$ cat src/rtl/aos_pkg.sv
package aos_pkg;
   localparam int NBUF = 2;

   // command codes; buffer selection follows each pair
   localparam logic [7:0] OPC_COPY0    = 8'h53;
   localparam logic [7:0] OPC_COPY1    = 8'h55;
   localparam logic [7:0] OPC_CMP0     = 8'h60;
   localparam logic [7:0] OPC_CMP1     = 8'h61;
   localparam logic [7:0] OPC_ERPROG0  = 8'h83;
   localparam logic [7:0] OPC_ERPROG1  = 8'h86;
   localparam logic [7:0] OPC_FULLPG0  = 8'h82;
   localparam logic [7:0] OPC_FULLPG1  = 8'h85;
   localparam logic [7:0] OPC_MERGE0   = 8'h88;
   localparam logic [7:0] OPC_MERGE1   = 8'h89;
   localparam logic [7:0] OPC_PG_CLR   = 8'h81;
   localparam logic [7:0] OPC_BLK_CLR  = 8'h50;
   localparam logic [7:0] OPC_REFRESH0 = 8'h58;
   localparam logic [7:0] OPC_REFRESH1 = 8'h59;

   typedef enum logic [2:0] {
      PH_XFER, PH_CMP, PH_ERASE, PH_BERASE, PH_PROG, PH_PAND
   } phase_e;

   typedef enum logic [2:0] {
      ST_NONE, ST_COPY, ST_FILL, ST_PROG, ST_MASK
   } store_op_e;

   typedef struct packed {
      logic       ok;
      logic       lock;
      logic       bsel;
      logic [1:0] nph;
      phase_e     ph0;
      phase_e     ph1;
      phase_e     ph2;
   } plan_t;
endpackage

$ cat src/rtl/aos_decode.sv
module aos_decode
   import aos_pkg::*;
#(
   parameter int NUM_PAGES       = 32,
   parameter int PAGES_PER_BLOCK = 8,
   parameter int PROT_PAGES      = 8,
   localparam int PA_W  = $clog2(NUM_PAGES),
   localparam int PPB_W = $clog2(PAGES_PER_BLOCK)
) (
   input  logic [7:0]      op_i,
   input  logic [PA_W-1:0] page_i,
   input  logic            wp_n,
   output plan_t           plan_o
);
   localparam logic [PA_W:0] PROT_LIM = (PA_W+1)'(PROT_PAGES);

   logic is_blk;
   logic prot_hit;
   logic guarded;

   assign is_blk = (op_i == OPC_BLK_CLR);

   generate
      if (PROT_PAGES == 0) begin : g_open
         assign prot_hit = 1'b0;
      end else begin : g_guard
         logic [PA_W-1:0] blk_base;
         logic [PA_W-1:0] test_pg;
         assign blk_base = {page_i[PA_W-1:PPB_W], {PPB_W{1'b0}}};
         assign test_pg  = is_blk ? blk_base : page_i;
         assign prot_hit = !wp_n && ({1'b0, test_pg} < PROT_LIM);
      end
   endgenerate

   always_comb begin
      plan_o  = '{ok: 1'b0, lock: 1'b0, bsel: 1'b0, nph: 2'd1,
                  ph0: PH_XFER, ph1: PH_XFER, ph2: PH_XFER};
      guarded = 1'b0;
      case (op_i)
         OPC_COPY0, OPC_COPY1: begin
            plan_o.ok   = 1'b1;
            plan_o.lock = 1'b1;
            plan_o.bsel = (op_i == OPC_COPY1);
         end
         OPC_CMP0, OPC_CMP1: begin
            plan_o.ok   = 1'b1;
            plan_o.lock = 1'b1;
            plan_o.bsel = (op_i == OPC_CMP1);
            plan_o.ph0  = PH_CMP;
         end
         OPC_ERPROG0, OPC_ERPROG1, OPC_FULLPG0, OPC_FULLPG1: begin
            plan_o.ok   = 1'b1;
            plan_o.lock = 1'b1;
            plan_o.bsel = (op_i == OPC_ERPROG1) || (op_i == OPC_FULLPG1);
            plan_o.nph  = 2'd2;
            plan_o.ph0  = PH_ERASE;
            plan_o.ph1  = PH_PROG;
            guarded     = 1'b1;
         end
         OPC_MERGE0, OPC_MERGE1: begin
            plan_o.ok   = 1'b1;
            plan_o.lock = 1'b1;
            plan_o.bsel = (op_i == OPC_MERGE1);
            plan_o.ph0  = PH_PAND;
            guarded     = 1'b1;
         end
         OPC_PG_CLR: begin
            plan_o.ok  = 1'b1;
            plan_o.ph0 = PH_ERASE;
            guarded    = 1'b1;
         end
         OPC_BLK_CLR: begin
            plan_o.ok  = 1'b1;
            plan_o.ph0 = PH_BERASE;
            guarded    = 1'b1;
         end
         OPC_REFRESH0, OPC_REFRESH1: begin
            plan_o.ok   = 1'b1;
            plan_o.lock = 1'b1;
            plan_o.bsel = (op_i == OPC_REFRESH1);
            plan_o.nph  = 2'd3;
            plan_o.ph0  = PH_XFER;
            plan_o.ph1  = PH_ERASE;
            plan_o.ph2  = PH_PROG;
            guarded     = 1'b1;
         end
         default: plan_o.ok = 1'b0;
      endcase
      if (guarded && prot_hit) plan_o.ok = 1'b0;
   end
endmodule

$ cat src/rtl/aos_seq.sv
module aos_seq
   import aos_pkg::*;
#(
   parameter int NUM_PAGES       = 32,
   parameter int PAGE_BYTES      = 8,
   parameter int PAGES_PER_BLOCK = 8,
   parameter int DATA_W          = 8,
   parameter int T_XFER          = 12,
   parameter int T_ERASE         = 20,
   parameter int T_BERASE        = 70,
   parameter int T_PROG          = 16,
   localparam int PA_W      = $clog2(NUM_PAGES),
   localparam int BYTE_W    = $clog2(PAGE_BYTES),
   localparam int PPB_W     = $clog2(PAGES_PER_BLOCK),
   localparam int BLK_BYTES = PAGES_PER_BLOCK * PAGE_BYTES,
   localparam int T_MAX1    = (T_XFER > T_ERASE) ? T_XFER : T_ERASE,
   localparam int T_MAX2    = (T_BERASE > T_PROG) ? T_BERASE : T_PROG,
   localparam int T_MAX     = (T_MAX1 > T_MAX2) ? T_MAX1 : T_MAX2,
   localparam int CNT_W     = $clog2(T_MAX + 1)
) (
   input  logic              clk,
   input  logic              rst_n,
   input  logic              start_i,
   input  plan_t             plan_i,
   input  logic [PA_W-1:0]   page_i,
   input  logic [DATA_W-1:0] arr_byte_i,
   input  logic [DATA_W-1:0] buf_byte_i,
   output logic              busy_o,
   output logic              cmp_o,
   output store_op_e         s_op_o,
   output logic [PA_W-1:0]   s_page_o,
   output logic [BYTE_W-1:0] s_byte_o,
   output logic              s_buf_o,
   output logic              lock_o,
   output logic              lock_buf_o
);
   logic             run_q;
   plan_t            pl_q;
   logic [PA_W-1:0]  pg_q;
   logic [1:0]       pidx_q;
   logic [CNT_W-1:0] cnt_q;
   logic             acc_q;
   logic             cmp_q;

   phase_e           cur;
   logic [CNT_W-1:0] dur_m1;
   logic             act;
   logic             last_tick;
   logic             last_phase;

   always_comb begin
      case (pidx_q)
         2'd0:    cur = pl_q.ph0;
         2'd1:    cur = pl_q.ph1;
         default: cur = pl_q.ph2;
      endcase
      case (cur)
         PH_XFER, PH_CMP: dur_m1 = CNT_W'(T_XFER - 1);
         PH_ERASE:        dur_m1 = CNT_W'(T_ERASE - 1);
         PH_BERASE:       dur_m1 = CNT_W'(T_BERASE - 1);
         default:         dur_m1 = CNT_W'(T_PROG - 1);
      endcase
      if (cur == PH_BERASE) act = run_q && (cnt_q < CNT_W'(BLK_BYTES));
      else                  act = run_q && (cnt_q < CNT_W'(PAGE_BYTES));
      last_tick  = run_q && (cnt_q == dur_m1);
      last_phase = (pidx_q == pl_q.nph - 2'd1);
   end

   // byte-serial access that each phase drives into the store
   always_comb begin
      s_op_o = ST_NONE;
      if (act) begin
         case (cur)
            PH_XFER:             s_op_o = ST_COPY;
            PH_ERASE, PH_BERASE: s_op_o = ST_FILL;
            PH_PROG:             s_op_o = ST_PROG;
            PH_PAND:             s_op_o = ST_MASK;
            default:             s_op_o = ST_NONE;
         endcase
      end
      if (cur == PH_BERASE) s_page_o = {pg_q[PA_W-1:PPB_W], cnt_q[BYTE_W +: PPB_W]};
      else                  s_page_o = pg_q;
   end

   assign s_byte_o   = cnt_q[BYTE_W-1:0];
   assign s_buf_o    = pl_q.bsel;
   assign busy_o     = run_q;
   assign cmp_o      = cmp_q;
   assign lock_o     = run_q && pl_q.lock;
   assign lock_buf_o = pl_q.bsel;

   always_ff @(posedge clk or negedge rst_n) begin
      if (!rst_n) begin
         run_q  <= 1'b0;
         pl_q   <= '0;
         pg_q   <= '0;
         pidx_q <= '0;
         cnt_q  <= '0;
         acc_q  <= 1'b0;
         cmp_q  <= 1'b0;
      end else if (!run_q) begin
         if (start_i && plan_i.ok) begin
            run_q  <= 1'b1;
            pl_q   <= plan_i;
            pg_q   <= page_i;
            pidx_q <= '0;
            cnt_q  <= '0;
            acc_q  <= 1'b0;
         end
      end else begin
         if (cur == PH_CMP && act && (arr_byte_i != buf_byte_i)) acc_q <= 1'b1;
         if (last_tick) begin
            if (cur == PH_CMP) cmp_q <= acc_q;
            cnt_q <= '0;
            acc_q <= 1'b0;
            if (last_phase) run_q  <= 1'b0;
            else            pidx_q <= pidx_q + 2'd1;
         end else begin
            cnt_q <= cnt_q + 1'b1;
         end
      end
   end

   // an accepted command shows busy one edge later
   p_accept_r1: assert property (@(posedge clk) disable iff (!rst_n)
      (!run_q && start_i && plan_i.ok) |=> run_q);

   // the phase counter never passes the phase window
   p_cnt_bound_r2: assert property (@(posedge clk) disable iff (!rst_n)
      run_q |-> (cnt_q <= dur_m1));

   // a running operation keeps its page and stays busy until its last tick
   p_hold_page_r3: assert property (@(posedge clk) disable iff (!rst_n)
      (run_q && !last_tick) |=> (run_q && $stable(pg_q)));

   // the compare result moves only at the end of a compare phase
   p_cmp_hold_r4: assert property (@(posedge clk) disable iff (!rst_n)
      !(run_q && cur == PH_CMP && last_tick) |=> $stable(cmp_q));
endmodule

$ cat src/rtl/aos_store.sv
module aos_store
   import aos_pkg::*;
#(
   parameter int NUM_PAGES  = 32,
   parameter int PAGE_BYTES = 8,
   parameter int DATA_W     = 8,
   localparam int PA_W   = $clog2(NUM_PAGES),
   localparam int BYTE_W = $clog2(PAGE_BYTES),
   localparam int ARR_N  = NUM_PAGES * PAGE_BYTES,
   localparam int ARR_W  = PA_W + BYTE_W
) (
   input  logic              clk,
   input  logic              rst_n,
   input  store_op_e         s_op_i,
   input  logic [PA_W-1:0]   s_page_i,
   input  logic [BYTE_W-1:0] s_byte_i,
   input  logic              s_buf_i,
   output logic [DATA_W-1:0] arr_byte_o,
   output logic [DATA_W-1:0] buf_byte_o,
   input  logic              h_we,
   input  logic              h_re,
   input  logic              h_sel,
   input  logic [BYTE_W-1:0] h_addr,
   input  logic [DATA_W-1:0] h_wdata,
   input  logic              h_lock,
   output logic [DATA_W-1:0] h_rdata
);
   logic [DATA_W-1:0] arr_q [ARR_N];
   logic [ARR_W-1:0]  arr_idx;
   logic [DATA_W-1:0] bseq  [NBUF];
   logic [DATA_W-1:0] bhost [NBUF];

   assign arr_idx    = {s_page_i, s_byte_i};
   assign arr_byte_o = arr_q[arr_idx];
   assign buf_byte_o = bseq[s_buf_i];

   always_ff @(posedge clk) begin
      case (s_op_i)
         ST_FILL: arr_q[arr_idx] <= '1;
         ST_PROG: arr_q[arr_idx] <= buf_byte_o;
         ST_MASK: arr_q[arr_idx] <= arr_q[arr_idx] & buf_byte_o;
         default: ;
      endcase
   end

   generate
      for (genvar b = 0; b < NBUF; b++) begin : g_buf
         logic [DATA_W-1:0] mem [PAGE_BYTES];
         logic seq_wr;
         logic host_wr;
         assign seq_wr  = (s_op_i == ST_COPY) && (s_buf_i == 1'(b));
         assign host_wr = h_we && !h_lock && (h_sel == 1'(b));
         always_ff @(posedge clk) begin
            if (seq_wr)       mem[s_byte_i] <= arr_byte_o;
            else if (host_wr) mem[h_addr]   <= h_wdata;
         end
         assign bseq[b]  = mem[s_byte_i];
         assign bhost[b] = mem[h_addr];
      end
   endgenerate

   always_ff @(posedge clk or negedge rst_n) begin
      if (!rst_n)    h_rdata <= '0;
      else if (h_re) h_rdata <= h_lock ? '0 : bhost[h_sel];
   end

   // a read of the locked buffer returns zero on the following cycle
   p_lock_read_r11: assert property (@(posedge clk) disable iff (!rst_n)
      (h_re && h_lock) |=> (h_rdata == '0));
endmodule

$ cat src/rtl/array_op_sched.sv
module array_op_sched
   import aos_pkg::*;
#(
   parameter int NUM_PAGES       = 32,
   parameter int PAGE_BYTES      = 8,
   parameter int PAGES_PER_BLOCK = 8,
   parameter int PROT_PAGES      = 8,
   parameter int DATA_W          = 8,
   parameter int T_XFER          = 12,
   parameter int T_ERASE         = 20,
   parameter int T_BERASE        = 70,
   parameter int T_PROG          = 16
) (
   input  logic                          clk,
   input  logic                          rst_n,
   input  logic                          cmd_start,
   input  logic [7:0]                    cmd_op,
   input  logic [$clog2(NUM_PAGES)-1:0]  cmd_page,
   input  logic                          wp_n,
   input  logic                          host_we,
   input  logic                          host_re,
   input  logic                          host_sel,
   input  logic [$clog2(PAGE_BYTES)-1:0] host_addr,
   input  logic [DATA_W-1:0]             host_wdata,
   output logic [DATA_W-1:0]             host_rdata,
   output logic                          busy,
   output logic                          ready,
   output logic                          cmp_miss
);
   localparam int PA_W      = $clog2(NUM_PAGES);
   localparam int BYTE_W    = $clog2(PAGE_BYTES);
   localparam int BLK_BYTES = PAGES_PER_BLOCK * PAGE_BYTES;

   generate
      if (PAGE_BYTES < 2 || (PAGE_BYTES & (PAGE_BYTES - 1)) != 0) begin : g_bad_pb
         $error("PAGE_BYTES must be a power of two of at least 2");
      end
      if (NUM_PAGES < 4 || (NUM_PAGES & (NUM_PAGES - 1)) != 0) begin : g_bad_np
         $error("NUM_PAGES must be a power of two of at least 4");
      end
      if (PAGES_PER_BLOCK < 2 || PAGES_PER_BLOCK >= NUM_PAGES ||
          (PAGES_PER_BLOCK & (PAGES_PER_BLOCK - 1)) != 0) begin : g_bad_ppb
         $error("PAGES_PER_BLOCK must be a power of two between 2 and NUM_PAGES/2");
      end
      if (PROT_PAGES < 0 || PROT_PAGES > NUM_PAGES) begin : g_bad_prot
         $error("PROT_PAGES out of range");
      end
      if (T_XFER <= PAGE_BYTES || T_ERASE <= PAGE_BYTES || T_PROG <= PAGE_BYTES) begin : g_bad_t
         $error("page phase windows must exceed PAGE_BYTES cycles");
      end
      if (T_BERASE <= BLK_BYTES) begin : g_bad_tb
         $error("T_BERASE must exceed the bytes of one block");
      end
   endgenerate

   plan_t             plan;
   store_op_e         s_op;
   logic [PA_W-1:0]   s_page;
   logic [BYTE_W-1:0] s_byte;
   logic              s_buf;
   logic [DATA_W-1:0] arr_byte;
   logic [DATA_W-1:0] buf_byte;
   logic              lock;
   logic              lock_buf;
   logic              h_lock;

   aos_decode #(
      .NUM_PAGES(NUM_PAGES), .PAGES_PER_BLOCK(PAGES_PER_BLOCK), .PROT_PAGES(PROT_PAGES)
   ) u_decode (
      .op_i(cmd_op), .page_i(cmd_page), .wp_n(wp_n), .plan_o(plan)
   );

   aos_seq #(
      .NUM_PAGES(NUM_PAGES), .PAGE_BYTES(PAGE_BYTES), .PAGES_PER_BLOCK(PAGES_PER_BLOCK),
      .DATA_W(DATA_W), .T_XFER(T_XFER), .T_ERASE(T_ERASE), .T_BERASE(T_BERASE),
      .T_PROG(T_PROG)
   ) u_seq (
      .clk(clk), .rst_n(rst_n), .start_i(cmd_start), .plan_i(plan), .page_i(cmd_page),
      .arr_byte_i(arr_byte), .buf_byte_i(buf_byte), .busy_o(busy), .cmp_o(cmp_miss),
      .s_op_o(s_op), .s_page_o(s_page), .s_byte_o(s_byte), .s_buf_o(s_buf),
      .lock_o(lock), .lock_buf_o(lock_buf)
   );

   assign h_lock = lock && (lock_buf == host_sel);
   assign ready  = !busy;

   aos_store #(
      .NUM_PAGES(NUM_PAGES), .PAGE_BYTES(PAGE_BYTES), .DATA_W(DATA_W)
   ) u_store (
      .clk(clk), .rst_n(rst_n), .s_op_i(s_op), .s_page_i(s_page), .s_byte_i(s_byte),
      .s_buf_i(s_buf), .arr_byte_o(arr_byte), .buf_byte_o(buf_byte),
      .h_we(host_we), .h_re(host_re), .h_sel(host_sel), .h_addr(host_addr),
      .h_wdata(host_wdata), .h_lock(h_lock), .h_rdata(host_rdata)
   );
endmodule

$ cat config.mk
export PLATFORM = sky130hd
export DESIGN_NAME = array_op_sched
export DESIGN_NICKNAME = d
export VERILOG_FILES = /design/src/rtl/aos_pkg.sv /design/src/rtl/aos_decode.sv /design/src/rtl/aos_seq.sv /design/src/rtl/aos_store.sv /design/src/rtl/array_op_sched.sv
export SDC_FILE = /design/constraint.sdc
export NUM_CORES = 2
export LEC_CHECK = 0
export CAP_MARGIN = 10
export CORE_MARGIN = 2
export CORE_UTILIZATION = 44
export DETAILED_ROUTE_END_ITERATION = 6
export DONT_BUFFER_PORTS = 1
export GPL_ROUTABILITY_DRIVEN = 0
export PLACE_DENSITY = 0.6
export SYNTH_ARGS = -nofsm -noshare
export SYNTH_HDL_FRONTEND = slang
export SYNTH_HIERARCHICAL = 1
export SYNTH_SLANG_ARGS = --single-unit
$ cat constraint.sdc
create_clock -name clk -period 7.66 [get_ports clk]
set_input_delay 1.915 -clock clk [delete_from_list [all_inputs] [get_ports clk]]
set_output_delay 1.915 -clock clk [all_outputs]
set_load 0.01 [all_outputs]
-- Yosys cells after proc, flatten, opt, wreduce, memory -nomap -nowiden
Memories as Yosys holds them, arrays and structs flattened.
Index checks and enable logic that the tools add are counted.
- flip-flop bits (word level): 38
- memory bits (writable): 2176
- input port bits: 31
- output and inout bits: 11
- logic and storage cells: 162
- memories: 3
- memory list (name ; depth ; width ; rd ports ; clocked after memory_dff ; wr ports ; line ; text):
    u_store.arr_q ; 256 ; 8 ; 1 ; 0 ; 1 ; aos_store.sv:28 ; logic [DATA_W-1:0] arr_q [ARR_N];
    u_store.g_buf[0].mem ; 8 ; 8 ; 2 ; 0 ; 1 ; aos_store.sv:48 ; logic [DATA_W-1:0] mem [PAGE_BYTES];
    u_store.g_buf[1].mem ; 8 ; 8 ; 2 ; 0 ; 1 ; aos_store.sv:48 ;
- add/subtract/negate cells: 3
- $lt $le $gt $ge: 5
- equal/unequal tests: 31
- multiplexer cells: 61
- bitwise gates (word level): 8
- reduce and logical (&&, ||, !) cells: 38
- operator list (cell ; count):
    8-bit two-way mux ; 11
    8-bit by 7-bit == test with 1-bit output, second input constant ; 7
    8-bit == test, second input constant ; 7
    1-bit two-way mux ; 30
    3-bit one-hot mux with 4 select lines ; 2
    7-bit two-way mux ; 3
    7-bit one-hot mux with 3 select lines ; 1
    3-bit two-way mux ; 6
    8-bit OR reduction ; 2
    1-bit logical AND ; 15
    14-bit OR reduction ; 1
    3-bit by 2-bit == test with 1-bit output, second input constant ; 4
    3-bit one-hot mux with 2 select lines ; 2
    2-bit OR reduction ; 6
    2-bit one-hot mux with 5 select lines ; 1
    10-bit OR reduction ; 1
    3-bit == test, second input constant ; 3
    8-bit AND ; 1
    2-bit two-way mux ; 4
    8-bit != test ; 1
    7-bit by 1-bit adder with 7-bit output, second input constant ; 1
    7-bit == test ; 1
    7-bit by 4-bit less-than comparator with 1-bit output, second input constant ; 1
    7-bit less-than comparator, second input constant ; 1
    other kinds (23) ; 34

-- Depth between registers and ports, before layout
- depth after elaboration: 12
- gate-level depth with buffers: 22
- mapped depth without buffers: 17

-- Hierarchy
The synthesis kept the hierarchy.
- by module, submodules not included (module ; times used ; cells each ; area each (µm²) ; seq. area each (µm²)):
    aos_store ; 1 ; 4276 ; 86085.1 ; 65542.9
    aos_seq ; 1 ; 157 ; 1661.6 ; 750.7
    aos_decode ; 1 ; 54 ; 329.1 ; 0.0
    array_op_sched ; 1 ; 3 ; 18.8 ; 0.0

-- Worst setup path before layout
Ideal clock, no wire load.
- kind: register -> register
- from: reg u_seq.pidx_q[1]
- to: mem u_store.arr_q[0][7], data pin
- setup time: 0.878 ns
- arrival time: 6.903 ns
- required time: 6.782 ns
- slack: -0.121 ns
- cell stages (with the launch flop): 17
- path buffers: 3
- period minus slack after synthesis: 7.781 ns
- cells stage by stage: dfrtp_1 -> inv_1 -> ha_1 -> a22o_1 -> a21oi_1 -> nand3_1 -> mux2_2 -> clkbuf_1 -> or4b_2 -> clkbuf_1 -> clkbuf_1 -> a21oi_1 -> nand3_1 -> nand4_1 -> nor4b_2 -> a31oi_1 -> o21ba_1
- elaborated cells on any way between the ends: 23
- those cells by class: eq/ne: 7; mux: 11; bitwise: 1; reduce/logical: 3; memory: 1
- RTL lines (item ; line ; text):
    start, declared ; aos_seq.sv:40 ; logic [1:0] pidx_q;
    start signal, assigned ; aos_seq.sv:117 ; else pidx_q <= pidx_q + 2'd1;
    2-bit by 1-bit == test with 1-bit output or 2-bit zero test (tied branches) ; aos_seq.sv:52 ; case (pidx_q)
    3-bit one-hot mux with 2 select lines * ; aos_seq.sv:52 ;
    3-bit by 2-bit == test with 1-bit output * ; aos_seq.sv:81 ; if (cur == PH_BERASE) s_page_o = {pg_q[PA_W-1:PPB_W], cnt_q[BYTE_W +: PPB_W]};
    3-bit two-way mux * ; aos_seq.sv:81 ;
    via s_page[2] ; array_op_sched.sv:58 ; logic [PA_W-1:0] s_page;
    memory read 256 x 8 bit * ; n/a ;
    via arr_byte[7] ; array_op_sched.sv:61 ; logic [DATA_W-1:0] arr_byte;
    8-bit AND * ; aos_store.sv:41 ; ST_MASK: arr_q[arr_idx] <= arr_q[arr_idx] & buf_byte_o;
    8-bit two-way mux (no line) * ; n/a ;
    end, declared ; aos_store.sv:28 ;
The timed path passes the listed nets; every way through them passes the cells marked *.

-- Worst setup path in the final report
- from: reg u_seq.pidx_q[0]
- to: mem u_store.arr_q[29][7], data pin
Same word-level chain as after synthesis.

==> impl_metrics.tcl <==
set metrics [dict create \
    slew_headroom 0.1198 \
    synth_top_cells_by_area "edfxtp_1 74%, mux4_2 11%, mux2i_1 4.6%" \
    drc_errors 0 \
    critical_path_class "reg2reg" \
    dr_total_vias 44486 \
    dpl.cell_count 6961 \
    instances_no_fill 7378 \
    clk_pin_slew_worst_paths_ns 0.06 \
    worst_ep_arrival_time_ns 7.83 \
    rsz0062_at_grt "false" \
    htree_levels 4 \
    max-vdd-ir-drop_mv 0.3206 \
    fmaxAchievable_mhz 135.8 \
    mostFrequentLayoutCells "2,176 x edfxtp_1, 416 x mux4_2, 401 x mux2i_1" \
    io_pins 42 \
    n_fill_cell 16108 \
    p_leak_nw 35.27 \
    fin_tns_setup_ns 0 \
    grt_pass1_vias 44080 \
    netlist_area_sq_um 88090 \
    grt_max_degree 177 \
    die_w_um 451.5 \
    synth_edf_count 2176 \
    final_common_cell "edfxtp_1" \
    postCtsHoldBufs 0 \
    clock_latency_ns 0.89 \
    synth_top_area_cell "edfxtp_1" \
    die_area_sq_um 203800 \
    drt-initial-drc-count 5188 \
    ctsLongestPathBuffers 3 \
    cts_inserted_buffers 218 \
    via_per_inst 6.030 \
    clock_skew_ns 0.07063 \
    seq_area_sq_um 66300 \
    power_mw 31.07 \
    crit_required_ns 8.13 \
    fin_crit_sh 0.9616 \
    setup_viol 0 \
    num_rows 164 \
    synthToLayoutAreaGrowth_pct 11.91 \
    synthCells 4490 \
    layout-drive-gt1-share 0.2022 \
    hp-class "reg2reg" \
    postCtsSetupRepairBufs 0 \
    final_antenna_net_count 0 \
    maxCapViolations 0 \
    multiInputGateArea_sq_um 20330 \
    port_buffers 0 \
    nets 4559 \
    slew_viol_final 0 \
    antenna_found_initial 13 \
    clock-sinks 2214 \
    crit_path_end_kind "flop" \
    tritoncts "done" \
    hold_viol 0 \
    start_kind "flop" \
    dp_hpwl_um 137500 \
    dr.pass1.iters 6 \
    cts_resized 0 \
    power.density_nw_per_um2 315.2 \
    routedWlPerCell_um 30.15 \
    yosysUniqueCellTypes 73 \
    worstMarginPinSlew_ns 1.315 \
    whs_ns 0.5164 \
    yosysWarnings 6 \
    synth_ff_type "edfxtp_1" \
    async_flop_share 0.01716 \
    initial_core_util 0.4417 \
    die_h_um 451.5 \
    yosysSeqAreaShare 0.7525 \
    post_synth.cell_area_avg_sq_um 19.62 \
    grt_util_all_layers 0.2175 \
    cts_root_buf "clkbuf_16" \
    synth_top_cell_area_share 0.7417 \
    grt_pass1_wl_um 321500 \
    ys_ff_latch 2214 \
    overflow 0 \
    core_sq_um 199500 \
    period_needed_ns 7.366 \
    worstPathMaxFanout 172 \
    wirelength_um 222400 \
    outcome "finished clean" \
]
worst max-delay path, cell delays in order, from the launching register on:
cell	delay [ns]
dfrtp_1	0.38
inv_1	0.10
ha_1	0.26
a22o_1	0.26
a21oi_1	0.49
nand3_1	0.34
mux2_2	0.59
nor3b_2	1.11
buf_4	0.33
a22o_1	0.18
a221oi_1	0.10
a31oi_1	0.65
nor4b_2	0.11
a31oi_1	0.60
o21ba_4	0.54
buf_12	0.41
metrics by stage:
stage               setup slack, ns    util  area [sq um]
floorplan                  0.007937       -         88100
global placement             0.8309  0.4576         91270
detailed placement           0.6441  0.4576         91270
CTS                          0.5613  0.4942         98580
global route                 0.2152  0.4942         98580
finish                       0.2942  0.4943         98580
report_power, final:
part	switching, mW	internal [mW]	total, mW
combinational	4.02	2.41	6.43
sequential	0.233	13.6	13.8
clock	4.66	6.15	10.8
total	8.91	22.2	31.1
kinds of logic after synthesis:
logic type | Yosys count | share of synthesized area
xor+xnor | 16 | 0.001591
compound gates | 452 | 0.03858
mux | 862 | 0.1577
fa+ha+maj | 3 | 0.0004261
flops | 2214 | 0.7525
buf+inv | 335 | 0.01826
simple gates | 607 | 0.03091
other cells | 1 | 0.00004257
path summary, 6_finish.rpt:
path,startpoint,end,slack [ns],cells after the start
max,u_seq/pidx_q[0]$_DFFE_PN0P_,u_store/arr_q[29][7]$_DFFE_PP_,0.29,15
min,u_seq/pl_q[8]$_DFFE_PN0P_,u_seq/pl_q[8]$_DFFE_PN0P_,0.52,1
max reg2reg,u_seq/pidx_q[0]$_DFFE_PN0P_,u_store/arr_q[29][7]$_DFFE_PP_,0.29,15
min reg2reg,u_seq/pl_q[8]$_DFFE_PN0P_,u_seq/pl_q[8]$_DFFE_PN0P_,0.52,1
max in group asynchronous,rst_n,u_seq/cnt_q[0]$_DFFE_PN0P_,6.82,0
min in group asynchronous,rst_n,u_seq/cnt_q[1]$_DFFE_PN0P_,0.73,0
synthesized netlist by cell type (10+ instances only):
cell type and count:
a21oi_1 39, a221oi_1 52, a22o_1 20, a22oi_1 177, a31oi_1 37, a41oi_1 15, and2_1 12, and3_1 10
buf_1 22, buf_2 100, buf_4 42, clkbuf_1 127, dfrtp_1 38, edfxtp_1 2176, inv_1 32, mux2_2 44
mux2i_1 401, mux4_2 416, nand2_1 117, nand3_1 66, nand4_1 15, nor2_1 306, nor2b_1 12, nor3_1 21
o211ai_1 41, o21ai_0 20, xnor2_1 13
routing by layer:
| layer | GRT usage | up-vias | wire length, um |
|---|---|---|---|
| li1 | - | 18539 | - |
| met5 | 0 | - | 69 |
| met1 | 0.3099 | 23634 | 91900 |
| met2 | 0.3388 | 1950 | 105100 |
| met4 | 0.07191 | 12 | 7113 |
| met3 | 0.04228 | 351 | 18260 |
sequential cells by signal, indices dropped and copies added, names as in the netlist:
name and cells:
u_store/arr_q 2048, u_store/g_buf.mem 128, u_seq/pl_q 12, u_store/h_rdata 8
u_seq/cnt_q 7, u_seq/pg_q 5, u_seq/pidx_q 2, u_seq/acc_q 1
u_seq/busy_o 1, u_seq/cmp_o 1, u_seq/lock_buf_o 1
layout make-up:
type,instances,area share
multi-input cells,1943,0.2062
diodes,3,0.00007615
clock inverters,161,0.01746
clock buffers,253,0.05667
inverters,34,0.001295
well taps,2656,0.03371
repair buffers,114,0.01198
flip-flops and latches,2214,0.6726
No activity file was read; power rests on OpenSTA's default activity.
